## config.mk

```make
export PLATFORM = sky130hd
export DESIGN_NAME = spiCmdMaster
export DESIGN_NICKNAME = d
export VERILOG_FILES = /design/src/rtl/spiCmdPkg.sv /design/src/rtl/spiCmdCtrl.sv /design/src/rtl/spiCmdDatapath.sv /design/src/rtl/spiCmdMaster.sv
export SDC_FILE = /design/constraint.sdc
export NUM_CORES = 1
export LEC_CHECK = 0
export CORE_ASPECT_RATIO = 0.7
export CORE_MARGIN = 2
export CORE_UTILIZATION = 60
export CTS_CLUSTER_SIZE = 25
export DETAILED_ROUTE_END_ITERATION = 6
export DONT_BUFFER_PORTS = 1
export PLACE_DENSITY_LB_ADDON = 0.05
export RECOVER_POWER = 25
export SLEW_MARGIN = 20
export SYNTH_ARGS = -nofsm -noshare
export SYNTH_HDL_FRONTEND = slang
export SYNTH_SLANG_ARGS = --single-unit
```

## constraint.sdc

```tcl
create_clock -name clk -period 7.5 [get_ports clk]
set_clock_uncertainty 0.15 [all_clocks]
set_input_delay 0.75 -clock clk [delete_from_list [all_inputs] [get_ports clk]]
set_output_delay 0.75 -clock clk [all_outputs]
set_load 0.05 [all_outputs]
```

## src/rtl/spiCmdPkg.sv

```systemverilog
package spiCmdPkg;
  typedef struct packed {
    logic latch;
    logic loadByte;
    logic rise;
    logic fall;
    logic storeRx;
    logic endSession;
  } spiStrobes_t;
endpackage

```

## src/rtl/spiCmdCtrl.sv

```systemverilog
module spiCmdCtrl
  import spiCmdPkg::*;
#(
  parameter int MAX_BYTES = 4,
  parameter int HDW = 8,
  parameter int DECW = 12,
  localparam int CW = $clog2(MAX_BYTES + 1),
  localparam int IW = $clog2(2 * MAX_BYTES),
  localparam int RW = $clog2(MAX_BYTES),
  localparam int XW = IW + CW,
  localparam int CNTW = (DECW > HDW + 4) ? DECW : HDW + 4
) (
  input  logic            clk,
  input  logic            rstN,
  input  logic            start,
  input  logic [CW-1:0]   txCount,
  input  logic [CW-1:0]   rxCount,
  input  logic [HDW-1:0]  halfDiv,
  input  logic [DECW-1:0] decodeCycles,
  output spiStrobes_t     strobe,
  output logic [IW-1:0]   loadIdx,
  output logic            loadRead,
  output logic [RW-1:0]   rxIdx,
  output logic            busy,
  output logic            done
);

  typedef enum logic [2:0] {S_IDLE, S_SETUP, S_HIGH, S_LOW, S_GAP, S_FIN} ctrlState_t;

  ctrlState_t      state;
  logic [CNTW-1:0] cnt;
  logic [CNTW-1:0] hd;
  logic [CNTW-1:0] gapLen;
  logic [2:0]      bitCnt;
  logic [IW-1:0]   byteIdx;
  logic [IW-1:0]   lastIdx;
  logic [CW-1:0]   txCnt;

  logic [CNTW-1:0] hdIn;
  logic [CNTW-1:0] byteTime;
  logic [CNTW-1:0] decodeExt;
  logic [CNTW-1:0] gapCalc;
  logic            accept;
  logic            cntZero;
  logic            lastBit;
  logic            curRead;

  assign hdIn      = CNTW'(halfDiv);
  assign byteTime  = hdIn << 4;
  assign decodeExt = CNTW'(decodeCycles);
  assign gapCalc   = (decodeExt > byteTime) ? (decodeExt - byteTime) : '0;
  assign accept    = (state == S_IDLE) && start && (txCount != '0);
  assign cntZero   = (cnt == '0);
  assign lastBit   = (bitCnt == 3'd7);
  assign curRead   = XW'(byteIdx) >= XW'(txCnt);

  assign loadIdx  = (state == S_LOW) ? byteIdx + IW'(1) : byteIdx;
  assign loadRead = XW'(loadIdx) >= XW'(txCnt);
  assign rxIdx    = RW'(byteIdx - IW'(txCnt));
  assign busy     = (state != S_IDLE);
  assign done     = (state == S_FIN);

  always_comb begin
    strobe = '0;
    strobe.latch = accept;
    unique case (state)
      S_SETUP: if (cntZero) begin
        strobe.loadByte = 1'b1;
        strobe.rise     = 1'b1;
      end
      S_HIGH: if (cntZero) begin
        strobe.fall    = 1'b1;
        strobe.storeRx = lastBit && curRead;
      end
      S_LOW: if (cntZero) begin
        if (!lastBit) begin
          strobe.rise = 1'b1;
        end else if (byteIdx == lastIdx) begin
          strobe.endSession = 1'b1;
        end else if (gapLen == '0) begin
          strobe.loadByte = 1'b1;
          strobe.rise     = 1'b1;
        end
      end
      S_GAP: if (cntZero) begin
        strobe.loadByte = 1'b1;
        strobe.rise     = 1'b1;
      end
      default: ;
    endcase
  end

  always_ff @(posedge clk or negedge rstN) begin
    if (!rstN) begin
      state   <= S_IDLE;
      cnt     <= '0;
      hd      <= '0;
      gapLen  <= '0;
      bitCnt  <= '0;
      byteIdx <= '0;
      lastIdx <= '0;
      txCnt   <= '0;
    end else begin
      unique case (state)
        S_IDLE: if (accept) begin
          state   <= S_SETUP;
          cnt     <= hdIn - CNTW'(1);
          hd      <= hdIn;
          gapLen  <= gapCalc;
          txCnt   <= txCount;
          lastIdx <= IW'(XW'(txCount) + XW'(rxCount) - XW'(1));
          byteIdx <= '0;
          bitCnt  <= '0;
        end
        S_SETUP, S_HIGH, S_GAP: begin
          if (cntZero) begin
            state <= (state == S_HIGH) ? S_LOW : S_HIGH;
            cnt   <= hd - CNTW'(1);
          end else begin
            cnt <= cnt - CNTW'(1);
          end
        end
        S_LOW: begin
          if (!cntZero) begin
            cnt <= cnt - CNTW'(1);
          end else if (!lastBit) begin
            bitCnt <= bitCnt + 3'd1;
            state  <= S_HIGH;
            cnt    <= hd - CNTW'(1);
          end else if (byteIdx == lastIdx) begin
            state <= S_FIN;
          end else begin
            byteIdx <= byteIdx + IW'(1);
            bitCnt  <= '0;
            if (gapLen == '0) begin
              state <= S_HIGH;
              cnt   <= hd - CNTW'(1);
            end else begin
              state <= S_GAP;
              cnt   <= gapLen - CNTW'(1);
            end
          end
        end
        S_FIN: state <= S_IDLE;
        default: state <= S_IDLE;
      endcase
    end
  end

endmodule

```

## src/rtl/spiCmdDatapath.sv

```systemverilog
module spiCmdDatapath
  import spiCmdPkg::*;
#(
  parameter int MAX_BYTES = 4,
  localparam int IW = $clog2(2 * MAX_BYTES),
  localparam int RW = $clog2(MAX_BYTES),
  localparam int BUFW = 8 * MAX_BYTES
) (
  input  logic            clk,
  input  logic            rstN,
  input  spiStrobes_t     strobe,
  input  logic [BUFW-1:0] txData,
  input  logic [IW-1:0]   loadIdx,
  input  logic            loadRead,
  input  logic [RW-1:0]   rxIdx,
  input  logic            miso,
  output logic            sclk,
  output logic            mosi,
  output logic            csn,
  output logic [BUFW-1:0] rxData
);

  logic [7:0] txBytes [MAX_BYTES];
  logic [7:0] rxBytes [MAX_BYTES];
  logic [7:0] txShift;
  logic [7:0] rxShift;
  logic [7:0] nextByte;
  logic [7:0] rxWord;

  assign nextByte = loadRead ? 8'h00 : txBytes[RW'(loadIdx)];
  assign rxWord   = {rxShift[6:0], miso};

  generate
    for (genvar g = 0; g < MAX_BYTES; g++) begin : g_rxOut
      assign rxData[g*8 +: 8] = rxBytes[g];
    end
  endgenerate

  always_ff @(posedge clk or negedge rstN) begin
    if (!rstN) begin
      for (int i = 0; i < MAX_BYTES; i++) txBytes[i] <= '0;
    end else if (strobe.latch) begin
      for (int i = 0; i < MAX_BYTES; i++) txBytes[i] <= txData[i*8 +: 8];
    end
  end

  always_ff @(posedge clk or negedge rstN) begin
    if (!rstN) begin
      sclk    <= 1'b0;
      mosi    <= 1'b0;
      csn     <= 1'b1;
      txShift <= '0;
    end else begin
      if (strobe.latch) csn <= 1'b0;
      else if (strobe.endSession) csn <= 1'b1;

      if (strobe.rise) sclk <= 1'b1;
      else if (strobe.fall) sclk <= 1'b0;

      if (strobe.rise && strobe.loadByte) begin
        mosi    <= nextByte[7];
        txShift <= {nextByte[6:0], 1'b0};
      end else if (strobe.rise) begin
        mosi    <= txShift[7];
        txShift <= {txShift[6:0], 1'b0};
      end else if (strobe.endSession || strobe.latch) begin
        mosi <= 1'b0;
      end
    end
  end

  always_ff @(posedge clk or negedge rstN) begin
    if (!rstN) begin
      rxShift <= '0;
      for (int i = 0; i < MAX_BYTES; i++) rxBytes[i] <= '0;
    end else if (strobe.fall) begin
      rxShift <= rxWord;
      if (strobe.storeRx) rxBytes[rxIdx] <= rxWord;
    end
  end

endmodule

```

## src/rtl/spiCmdMaster.sv

```systemverilog
module spiCmdMaster
  import spiCmdPkg::*;
#(
  parameter int MAX_BYTES = 4,
  parameter int HDW = 8,
  parameter int DECW = 12,
  localparam int CW = $clog2(MAX_BYTES + 1),
  localparam int IW = $clog2(2 * MAX_BYTES),
  localparam int RW = $clog2(MAX_BYTES),
  localparam int BUFW = 8 * MAX_BYTES
) (
  input  logic            clk,
  input  logic            rstN,
  input  logic            start,
  input  logic [CW-1:0]   txCount,
  input  logic [CW-1:0]   rxCount,
  input  logic [BUFW-1:0] txData,
  input  logic [HDW-1:0]  halfDiv,
  input  logic [DECW-1:0] decodeCycles,
  output logic            busy,
  output logic            done,
  output logic [BUFW-1:0] rxData,
  output logic            sclk,
  output logic            mosi,
  output logic            csn,
  input  logic            miso
);

  spiStrobes_t   strobe;
  logic [IW-1:0] loadIdx;
  logic          loadRead;
  logic [RW-1:0] rxIdx;

  spiCmdCtrl #(.MAX_BYTES(MAX_BYTES), .HDW(HDW), .DECW(DECW)) u_ctrl (
    .clk(clk), .rstN(rstN), .start(start), .txCount(txCount), .rxCount(rxCount),
    .halfDiv(halfDiv), .decodeCycles(decodeCycles), .strobe(strobe),
    .loadIdx(loadIdx), .loadRead(loadRead), .rxIdx(rxIdx), .busy(busy), .done(done)
  );

  spiCmdDatapath #(.MAX_BYTES(MAX_BYTES)) u_dp (
    .clk(clk), .rstN(rstN), .strobe(strobe), .txData(txData), .loadIdx(loadIdx),
    .loadRead(loadRead), .rxIdx(rxIdx), .miso(miso), .sclk(sclk), .mosi(mosi),
    .csn(csn), .rxData(rxData)
  );

endmodule

```

==> Flow_metrics.wiki, run 1 <==
{| class="wikitable"
! Metric !! Value
|-
| Number of levels the H-tree was split into || 4
|-
| Share of layout cells above drive strength 1 || 0.129
|-
| Sequential area share after synthesis || 0.456
|-
| Post-synthesis share of cell area spent on full adders, half adders and majority gates || 0.0474
|-
| Insertion delay of the later-clocked pin in the worst-skew pair || 0.42 ns
|-
| Reported max-cap violation count || 0
|-
| Hold/Removal Path Class || input port to async pin
|-
| Cell Count, Final, Fillers Out || 891
|-
| Iteration-0 DRC count of the detailed router || 595
|-
| Io pins || 99
|-
| Count of yosys warnings during synthesis || 0
|-
| Worst setup EP type || flip-flop
|-
| Simple-gate area share of the yosys netlist || 0.195
|-
| Detailed-placement wirelength estimate || 12900 um
|-
| Multiplexer share of the synthesized area || 0.0941
|-
| Kind of start point of the critical path || flip-flop
|-
| Maximum fanout along the worst path || 12
|-
| Root Buffer || clkbuf_16
|-
| Area fraction in compound gates after synthesis || 0.129
|-
| Via density || 6.29
|-
| RSZ-0062 raised after global routing || no
|-
| Most area-hungry cell type in the Yosys netlist || dfrtp_1
|-
| Initial standard-cell utilization of the core || 0.608
|-
| Most numerous cell types in the synthesized netlist || 154 x nand2_1, 127 x dfrtp_1, 51 x o21ai_0
|-
| Required time of the critical path || 7.69 ns
|-
| Core Util, Final || 0.672
|-
| Number of global-route vias before repair || 5389
|-
| Share of the synthesized area in the top cell type || 0.452
|-
| Layout overhead on the synthesized area || 10.6%
|-
| Detailed-route DRC error count || 0
|-
| Prevailing post-synth register cell || dfrtp_1
|-
| Number of diodes added for antenna fixing || 0
|-
| Post-Synthesis Cells || 727
|-
| CP cell instances || nand3b_1 -> clkinv_1 -> ha_1 -> ha_1 -> nor3b_1 -> nor2_1 -> or3_1 -> a21oi_2 -> a2111oi_0 -> a21oi_1
|-
| RePlAce Congestion || 0.906
|-
| Wire length of the first global-routing pass || 28900 um
|-
| Worst Reg2Reg Path Length in Cells || 10
|-
| Worst-path clk slew || 0.05 ns
|-
| Area of combinational cells with multiple inputs || 0.00360 mm^2
|-
| Area of placed instances || 0.00714 mm^2
|-
| Overall routed net length || 18000 um
|-
| Post-Syn Area || 0.00702 mm^2
|-
| TritonCTS clock tree || yes
|-
| Largest family of logic cells by synthesized area || simple AND/OR/NAND/NOR gates
|-
| Die outline area || 0.0126 mm^2
|-
| Iteration count of the initial detailed-routing pass || 5
|-
| Placed insts || 859
|-
| Final Max Slew Viols || 0
|-
| Leakage || 3.71 nW
|-
| Total of flip-flops plus latches after synthesis || 128
|-
| Number of synthesized flops with an enable pin || 0
|-
| Reg-to-reg critical path startpoint || u_ctrl.state[0]
|-
| Number of clock buffers inserted by TritonCTS || 17
|-
| Maximum resistive drop on vdd || 0.190 mV
|-
| Die span in x || 133 um
|-
| Async SR Flop Fraction || 1.00
|-
| Number of buffers inserted by port buffering || 0
|-
| Post-route cell area || 0.00777 mm^2
|-
| Power density over the cells || 292 mW/mm^2
|-
| CP arrival || 4.20 ns
|-
| Final hold viol count || 0
|-
| Final setup vio count || 0
|-
| Area inside the core boundary || 0.0116 mm^2
|-
| Total number of vias || 5603
|-
| Biggest cell delay along the critical path || 0.76 ns
|-
| Most repeated library cell on the critical path || ha_1
|-
| Result of the run || finished, final reports clean
|-
| Total gr overflow || 0
|-
| Leading cell type by number of instances after synthesis || nand2_1
|-
| Cell variety after synth || 70
|-
| Max-slew headroom at the worst pin || 0.249
|-
| Clock sink count || 128
|-
| Number of nets in the synthesized netlist || 815
|-
| Setup Total Neg Slack || 0 ns
|-
| Count of cells resized by post-cts repair || 0
|-
| Worst setup startpoint || u_ctrl.state[0]
|-
| Period Utilization, post-route || 0.535
|-
| Number of antenna violations at the first check in global routing || 0
|-
| Avg Cell Area, Syn || 9.66 um^2
|-
| Max Freq || 249 MHz
|-
| Combined global-route utilization of all metal layers || 0.300
|-
| Rows || 33
|-
| Post-detailed-route count of antenna-violating nets || 0
|-
| Total power draw || 2.27 mW
|-
| Sequential cell area in the final layout || 0.00320 mm^2
|-
| Post-CTS Setup Inserts || 0
|-
| Worst reg2reg setup slack || 3.49 ns
|-
| Net total in the final layout || 810
|-
| Maximum number of pins on one net before global-route repair || 128
|-
| Crit path kind || flip-flop to flip-flop
|-
| Actual transition at the worst max-transition pin || 1.10 ns
|-
| Maximum clock insertion buffer count || 2
|-
| Min Tclk post-route || 4.01 ns
|-
| Worst reg2reg path endpoint || u_dp.mosi
|-
| Worst-path cell with the longest stage delay || ha_1
|-
| Floorplan die height || 94.5 um
|-
| Wirelength per Cell || 20.2 um
|-
| Fraction of synthesized cell area in xor and xnor cells || 0.0449
|-
| Number of fill cells || 940
|-
| Largest cells by area after synthesis || dfrtp_1 45%, nand2_1 8.2%, mux2_2 6.1%
|}
[worst max-delay path, delay by kind of cell (launching register included)]
| kind | cells | cell delay [ns] |
|---|---|---|
| AND/OR/NAND/NOR | 4 | 1.10 |
| adder cells (fa/ha/maj) | 2 | 1.10 |
| AO/OA/AOI/OAI | 3 | 0.65 |
| flip-flops | 1 | 0.50 |
| buffers and inverters | 1 | 0.41 |
[cells in the final DEF, fill, tap and decap left out, types with 5 or more instances in the layout]
cell	n
inv_1	30
and3_1	5
clkbuf_16	17
a22o_1	12
dfrtp_1	127
o21ai_0	51
nand3_1	16
nor3_1	21
or4_1	5
a22oi_1	7
o22ai_1	6
mux2_2	38
nor4_1	8
or3_1	10
mux4_2	8
nand4_1	8
xnor2_1	25
nor2_1	31
xor2_1	11
a21oi_1	25
nand2_1	154
ha_1	25
[stage by stage]
step / setup slack (ns) / hold WS (ns)
global placement: 3.80 / 0.305
detailed placement: 3.55 / 0.308
floorplan: 4.37 / 0.290
global route: 3.11 / 0.0151
finish: 3.49 / 0.0271
CTS: 3.50 / 0.0219
[how the worst max path moves through the flow]
stage	to	slack, ns	cells after the start
after global routing	u_dp.mosi	3.11	10
final	u_dp.mosi	3.49	10
after floorplan	u_dp.mosi	4.37	9
after detailed placement	u_dp.mosi	3.55	10
after CTS	u_dp.mosi	3.50	10
after global placement	u_dp.mosi	3.80	10
[flip-flops by register name, indices dropped and copies added, names as in the netlist]
name            cells
u_ctrl.state        3
u_ctrl.cnt         12
u_ctrl.byteIdx      3
u_ctrl.txCnt        3
u_dp.mosi           1
u_ctrl.bitCnt       3
u_dp.rxShift        7
u_dp.rxData        32
u_ctrl.lastIdx      3
u_dp.txShift        7
u_dp.sclk           1
u_dp.csn            1
u_dp.txBytes       32
u_ctrl.hd           8
u_ctrl.gapLen      12
[routing by layer]
layer  vias up  wire length, um  GRT usage
met1      2700             8480      0.451
met2       288             7460      0.423
li1       2586                -          -
met3        29             1810     0.0816
met4         0              263     0.0895
met5         -                0          0
[area by class of cell]
cell class / instances / area share
multi-input combinational: 540 / 0.463
clock inverter: 12 / 0.0206
clock buffer: 19 / 0.0570
tap: 157 / 0.0253
inverter: 31 / 0.0150
timing repair buffer: 4 / 0.00644
sequential: 128 / 0.412
[power breakdown]
part	total [mW]	switching [mW]	internal, mW
registers	0.902	0.125	0.777
clock network	0.851	0.319	0.532
logic	0.513	0.310	0.202
[cells by family after synthesis]
family | count (synthesis)
DFF | 128
AOI/OAI and AO/OA | 141
buffers and inverters | 59
xor gates and xnor gates | 36
muxes | 51
and+or+nand+nor | 286
adders and majority gates | 26
[what timing repair did]
item                                    4_1_cts  5_1_grt
endpoints found under the setup margin        0        0
endpoints found under the hold margin       127        0
hold buffers                                  1        0
Power figures use the tool's default switching activity.
==> inputs of run 2 (changes only) <==
- ABC_AREA: default -> 1
- clock period: 7.5 -> 3.95 ns (I/O delays scaled with it)
==> Flow_metrics.wiki, run 2 <==
{| class="wikitable"
! Metric !! Value
|-
| Area inside the core boundary || 0.0118 mm^2 (+2.1%)
|-
| Setup Total Neg Slack || 0 ns (unchanged)
|-
| Io pins || 99 (unchanged)
|-
| Largest family of logic cells by synthesized area || simple AND/OR/NAND/NOR gates
|-
| Number of synthesized flops with an enable pin || 0 (unchanged)
|-
| Detailed-route DRC error count || 0 (unchanged)
|-
| Largest cells by area after synthesis || dfrtp_1 43%, nand2_1 18%, inv_1 5.4%
|-
| Actual transition at the worst max-transition pin || 1.01 ns (-0.0859 ns)
|-
| Iteration count of the initial detailed-routing pass || 6 (+1)
|-
| Maximum clock insertion buffer count || 2 (unchanged)
|-
| Number of diodes added for antenna fixing || 0 (unchanged)
|-
| Async SR Flop Fraction || 1.00 (unchanged)
|-
| Root Buffer || clkbuf_16
|-
| RePlAce Congestion || 0.888 (-2.0%)
|-
| Total number of vias || 6545 (+17%)
|-
| Share of layout cells above drive strength 1 || 0.0552 (-0.0742)
|-
| Sequential area share after synthesis || 0.437 (-0.0189)
|-
| Wire length of the first global-routing pass || 30700 um (+6.3%)
|-
| Number of global-route vias before repair || 5984 (+11%)
|-
| Min Tclk post-route || 2.84 ns (-1.17 ns)
|-
| Post-Synthesis Cells || 997 (+37%)
|-
| Most common cell after layout, fill and taps aside || nand2_1
|-
| Avg Cell Area, Syn || 7.35 um^2 (-24%)
|-
| RSZ-0062 raised after global routing || no
|-
| Prevailing post-synth register cell || dfrtp_1
|-
| Max Freq || 352 MHz (+41%)
|-
| Count of cells resized by post-cts repair || 0 (unchanged)
|-
| Total gr overflow || 0 (unchanged)
|-
| Layout overhead on the synthesized area || 15.7%
|-
| Reported max-cap violation count || 0 (unchanged)
|-
| Area fraction in compound gates after synthesis || 0.0886 (-0.0407)
|-
| Post-detailed-route count of antenna-violating nets || 0 (unchanged)
|-
| Hold/Removal Path Class || input port to flip-flop
|-
| Leading cell type by number of instances after synthesis || nand2_1
|-
| Share of the synthesized area in the top cell type || 0.434 (-0.0188)
|-
| Worst setup EP type || flip-flop
|-
| Count of yosys warnings during synthesis || 0 (unchanged)
|-
| Wirelength per Cell || 15.6 um (-23%)
|-
| Total of flip-flops plus latches after synthesis || 128 (unchanged)
|-
| Most area-hungry cell type in the Yosys netlist || dfrtp_1
|-
| Number of antenna violations at the first check in global routing || 0 (unchanged)
|-
| Multiplexer share of the synthesized area || 0 (-0.0941)
|-
| TritonCTS clock tree || yes
|-
| Placed insts || 1129 (+31%)
|-
| Number of buffers inserted by port buffering || 0 (unchanged)
|-
| Die outline area || 0.0131 mm^2 (+4.2%)
|-
| Maximum fanout along the worst path || 13 (+1)
|-
| Number of nets in the synthesized netlist || 1085 (+33%)
|-
| Die span in x || 136 um (+2.1%)
|-
| Insertion delay of the later-clocked pin in the worst-skew pair || 0.42 ns (about the same)
|-
| Post-Syn Area || 0.00733 mm^2 (+4.3%)
|-
| Rows || 33 (unchanged)
|-
| CP arrival || 3.04 ns (-1.16 ns)
|-
| Maximum resistive drop on vdd || 0.384 mV (+100%)
|-
| Clock sink count || 128 (unchanged)
|-
| Floorplan die height || 96.5 um (+2.1%)
|-
| Simple-gate area share of the yosys netlist || 0.321 (+0.126)
|-
| Power density over the cells || 745 mW/mm^2 (+160%)
|-
| Via density || 5.42 (-14%)
|-
| Final hold viol count || 0 (unchanged)
|-
| Detailed-placement wirelength estimate || 13100 um (+1.0%)
|-
| Number of clock buffers inserted by TritonCTS || 17 (unchanged)
|-
| Fraction of synthesized cell area in xor and xnor cells || 0.0347 (-0.0102)
|-
| Cell Count, Final, Fillers Out || 1207 (+35%)
|-
| Final setup vio count || 0 (unchanged)
|-
| Most numerous cell types in the synthesized netlist || 352 x nand2_1, 127 x dfrtp_1, 105 x inv_1
|-
| Leakage || 4.34 nW (+17%)
|-
| Worst-path clk slew || 0.06 ns (about the same)
|-
| Number of levels the H-tree was split into || 4 (unchanged)
|-
| Iteration-0 DRC count of the detailed router || 600 (+0.84%)
|-
| Overall routed net length || 18900 um (+4.9%)
|-
| Combined global-route utilization of all metal layers || 0.306 (+0.00647)
|-
| Most frequent cells in the layout || 352 x nand2_1, 127 x dfrtp_1, 105 x inv_1
|-
| Crit path kind || flip-flop to flip-flop
|-
| Post-synthesis share of cell area spent on full adders, half adders and majority gates || 0.0454 (-0.00197)
|-
| Required time of the critical path || 4.15 ns (-3.54 ns)
|-
| Max-slew headroom at the worst pin || 0.325 (+0.0756)
|-
| Post-CTS Setup Inserts || 0 (unchanged)
|-
| Result of the run || finished, final reports clean
|-
| Net total in the final layout || 1125 (+39%)
|-
| Maximum number of pins on one net before global-route repair || 129 (+0.78%)
|-
| Final Max Slew Viols || 0 (unchanged)
|-
| Cell variety after synth || 33 (-53%)
|-
| Period Utilization, post-route || 0.719 (+0.184)
|-
| Kind of start point of the critical path || flip-flop
|-
| Initial standard-cell utilization of the core || 0.621 (+0.0130)
|}
run 2: cell count changes in the layout (fill, tap and decap cells not counted), sizes merged, moves of 11 or more:
cell and delta:
mux2 -40, xnor2 -16, or3 -11, nor3 -20, dlygate4sd3 +45, nor2 +66
inv +78, nand3 +55, a22o -12, nand2 +203, o21ai +35
run 2: worst paths after layout:
path	to	cells after the start	from	slack (ns)
max in group asynchronous	u_ctrl.hd[1]	2	rstN	2.66
min in group asynchronous	u_ctrl.gapLen[1]	2	rstN	0.39
worst min-delay path	u_ctrl.gapLen[1]	2	decodeCycles[1]	0.05
worst min register to register	u_dp.txBytes[7]	2	u_dp.txBytes[7]	0.32
worst max-delay path	u_dp.mosi	13	u_ctrl.state[2]	1.11
worst max register to register	u_dp.mosi	13	u_ctrl.state[2]	1.11
run 2: final cells by class:
type / instances / area, um^2
repair buffers: 49 / 500
clock buffers: 17 / 425
clock inverters: 15 / 161
inverters: 107 / 402
well taps: 157 / 196
fillers: 979 / 3330
flip-flops and latches: 128 / 3200
multi-input cells: 734 / 3590
run 2: report_power, final:
| group | internal (mW) | switching [mW] | total (mW) | leakage [nW] |
|---|---|---|---|---|
| logic | 0.894 | 1.83 | 2.73 | 2.42 |
| clock network | 0.936 | 0.630 | 1.57 | 0.282 |
| registers | 1.70 | 0.322 | 2.03 | 1.64 |
run 2: cell families after synthesis:
kind of cell	count (synthesis)
buf+inv	135
xor+xnor	29
simple gates	553
flops	128
compound gates	126
fa+ha+maj	26
run 2: stage by stage:
stage	utilization	hold slack, ns	cell area [um^2]	total power [mW]	setup slack (ns)
3_5_place_dp	0.628	-0.0454	7410	4.62	1.14
5_1_grt	0.718	0.0384	8480	6.84	0.824
4_1_cts	0.718	0.0112	8480	6.26	1.13
3_3_place_gp	0.628	-0.0457	7410	4.58	1.19
2_1_floorplan	-	-0.0506	7330	4.03	1.55
6_report	0.718	0.0455	8480	6.32	1.11
run 2: layer usage:
layer  global-route usage  up-vias  routed length [um]
met3               0.0798       15                1900
met2                0.414      285                7580
met4               0.0764        0                 155
met5                    0        -                   0
li1                     -     3251                   -
met1                0.480     2994                9250
run 2: repair_timing:
action / 4_1_cts / 5_1_grt
hold buffers: 46 / 0
endpoints found under the setup margin: 0 / 0
hold endpoints to repair: 172 / 0
run 2: critical path: stages (launching register included):
cell	delay, ns
dfrtp_1	0.39
inv_1	0.10
nand3_1	0.26
nand2_1	0.25
nand2_1	0.28
ha_1	0.38
and3_1	0.19
nor2_1	0.25
inv_1	0.14
nor2_1	0.11
nand2_1	0.05
nand2_1	0.07
nor2_1	0.04
nor2_1	0.10
==> inputs of run 3 (changes only) <==
- ABC_AREA: 1 -> 0
- clock period: 3.95 -> 2.9 ns (I/O delays scaled with it)
==> Flow_metrics.wiki, run 3 (same netlist as run 1, synthesis figures left out) <==
{| class="wikitable"
! Metric !! Value
|-
| Result of the run || complete, but fails checks
|-
| Violated checks || negative hold slack
|-
| Wirelength per Cell || 19.9 um (+27%)
|-
| Maximum number of pins on one net before global-route repair || 129 (unchanged)
|-
| Most frequent cells in the layout || 154 x nand2_1, 127 x dfrtp_1, 51 x o21ai_0
|-
| Clock sink count || 128 (unchanged)
|-
| Maximum resistive drop on vdd || 0.510 mV (+33%)
|-
| Area of placed instances || 0.00733 mm^2 (-1.2%)
|-
| Root Buffer || clkbuf_16
|-
| Worst-path clk slew || 0.06 ns (about the same)
|-
| Max Freq || 368 MHz (+4.5%)
|-
| Worst setup EP type || flip-flop
|-
| Sw Share || 0.342 (-0.0983)
|-
| Worst reg2reg setup slack || 0.18 ns (-0.93 ns)
|-
| Number of buffers inserted by port buffering || 0 (unchanged)
|-
| Post-route cell area || 0.00842 mm^2 (-0.74%)
|-
| Power share of the clock group || 0.356 (+0.108)
|-
| Actual transition at the worst max-transition pin || 0.671 ns (-0.338 ns)
|-
| Worst path setup slack after routing || 0.182 ns (-0.928 ns)
|-
| Worst setup startpoint || u_ctrl.byteIdx[0]
|-
| Final worst hold slack || -0.589 ns (-0.634 ns)
|-
| Fraction of met2 tracks used by global routing || 0.466 (+0.0523)
|-
| Comb pwr share || 0.251 (-0.181)
|-
| Net total in the final layout || 882 (-22%)
|-
| CP arrival || 2.87 ns (-0.17 ns)
|-
| Met3 usage || 0.0972 (+0.0173)
|-
| Period Utilization, post-route || 0.937 (+0.218)
|-
| Kind of start point of the critical path || flip-flop
|-
| Number of levels the H-tree was split into || 4 (unchanged)
|-
| Via density || 6.18 (+14%)
|-
| Number of clock buffers inserted by TritonCTS || 17 (unchanged)
|-
| Most common cell after layout, fill and taps aside || nand2_1
|-
| Maximum clock insertion buffer count || 2 (unchanged)
|-
| Required time of the critical path || 3.05 ns (-1.10 ns)
|-
| Detailed-placement wirelength estimate || 13300 um (+1.6%)
|-
| Min Tclk post-route || 2.72 ns (-0.122 ns)
|-
| DP Worst Slack || 0.155 ns (-0.982 ns)
|-
| Insertion delay of the later-clocked pin in the worst-skew pair || 0.42 ns (about the same)
|-
| Power density over the cells || 701 mW/mm^2 (-5.9%)
|-
| Share of layout cells above drive strength 1 || 0.156 (+0.101)
|-
| Leakage || 4.01 nW (-7.7%)
|-
| Net switching component of the power || 2.02 mW (-27%)
|-
| End point of the critical path || u_dp.rxData[0]
|-
| Crit path kind || flip-flop to flip-flop
|-
| RePlAce Congestion || 0.999 (+13%)
|-
| Floorplan die height || 94.5 um (-2.0%)
|-
| Number of global-route vias before repair || 5789 (-3.3%)
|-
| Total power draw || 5.90 mW (-6.6%)
|-
| Number of hold buffers added after cts || 48 (+4.3%)
|-
| Worst reg2reg path endpoint || u_dp.rxData[0]
|-
| GRT met1 Usage || 0.459 (-0.0217)
|-
| Final hold viol count || 128 (+128)
|-
| Number of antenna violations at the first check in global routing || 0 (unchanged)
|-
| Layer with the highest usage after global routing || met2
|-
| Total gr overflow || 0 (unchanged)
|-
| Max-slew headroom at the worst pin || 0.546 (+0.222)
|-
| Die span in x || 133 um (-2.0%)
|-
| Detailed-route DRC error count || 0 (unchanged)
|-
| RSZ-0062 raised after global routing || no
|-
| Maximum fanout along the worst path || 8 (-5)
|-
| Reported max-cap violation count || 0 (unchanged)
|-
| Rows || 33 (unchanged)
|-
| Initial standard-cell utilization of the core || 0.608 (-0.0130)
|-
| Wire length of the first global-routing pass || 30700 um (about the same)
|-
| Iteration-0 DRC count of the detailed router || 521 (-13%)
|-
| Hold/Removal Path Class || input port to async pin
|-
| Number of diodes added for antenna fixing || 0 (unchanged)
|-
| Cell Count, Final, Fillers Out || 964 (-20%)
|-
| Sequential share of power || 0.393 (+0.072)
|-
| Area inside the core boundary || 0.0116 mm^2 (-2.1%)
|-
| Final setup vio count || 0 (unchanged)
|-
| Placed insts || 884 (-22%)
|-
| Final Max Slew Viols || 0 (unchanged)
|-
| Combined global-route utilization of all metal layers || 0.321 (+0.0151)
|-
| Reg-to-reg critical path startpoint || u_ctrl.byteIdx[0]
|-
| Setup Total Neg Slack || 0 ns (unchanged)
|-
| Io pins || 99 (unchanged)
|-
| Die outline area || 0.0126 mm^2 (-4.0%)
|-
| Core Util, Final || 0.728 (+0.00997)
|-
| Overall routed net length || 19200 um (+1.4%)
|-
| Post-detailed-route count of antenna-violating nets || 0 (unchanged)
|-
| TritonCTS clock tree || yes
|-
| Layout overhead on the synthesized area || 19.8%
|-
| Internal power contribution || 3.88 mW (+9.8%)
|-
| Total number of vias || 5954 (-9.0%)
|-
| Worst Reg2Reg Path Length in Cells || 8 (-5)
|-
| Post-CTS Setup Inserts || 0 (unchanged)
|-
| Iteration count of the initial detailed-routing pass || 5 (-1)
|}
## run 3: cell count changes in the layout (fill, tap and decap cells not counted), moves of 12 or more
cell,previous run,this run
nand3_1,69,14
nand2_1,352,154
inv_1,105,30
xnor2_1,9,25
mux2_2,0,38
o21ai_0,77,51
nor3_1,4,21
a22o_1,0,12
nor2_1,89,31
buf_4,3,28
## run 3: power by group through the flow
stage                     clock, mW  combinational [mW]  sequential [mW]
after floorplan                   0                1.04             2.25
after global placement            0                1.35             2.33
after detailed placement          0                1.37             2.33
after CTS                      2.13                1.44             2.31
after global routing           2.22                1.63             2.35
final                          2.10                1.48             2.32
## run 3: what timing repair did
item | CTS | global route
hold endpoints to repair | 180 | 128
gates resized for setup | 0 | 5
setup endpoints to repair | 0 | 37
## run 3: worst max-delay path, stage by stage (launching register included)
cell      delay [ns]
dfrtp_1         0.41
inv_1           0.08
ha_1            0.45
nand2b_1        0.15
a21o_1          0.11
a21oi_1         0.08
nor3_1          0.30
nand3_1         0.43
mux2_2          0.42
## run 3: cell type report
class	count	area (um^2)
Multi-Input combinational cell	540	3630
Sequential cell	128	3200
Fill cell	808	3140
Tap cell	157	196
Clock inverter	14	143
Clock buffer	18	439
Timing Repair Buffer	76	691
Inverter	31	118
## run 3: worst min path at each step
stage / startpoint / endpoint / slack (ns) / cells past startpoint
finish: rstN / u_ctrl.cnt[9] / -0.59 / 0
global placement: rstN / u_ctrl.cnt[10] / -0.15 / 0
CTS: rstN / u_dp.rxData[26] / -0.60 / 0
detailed placement: rstN / u_ctrl.cnt[8] / -0.15 / 0
global route: rstN / u_dp.rxData[26] / -0.61 / 0
floorplan: rstN / u_ctrl.bitCnt[0] / -0.16 / 0
## run 3: layer usage
layer  share of wire  up-vias
li1                -     2731
met1            0.44     2883
met2            0.44      307
met3            0.11       33
met4           0.019        0
met5               0        -
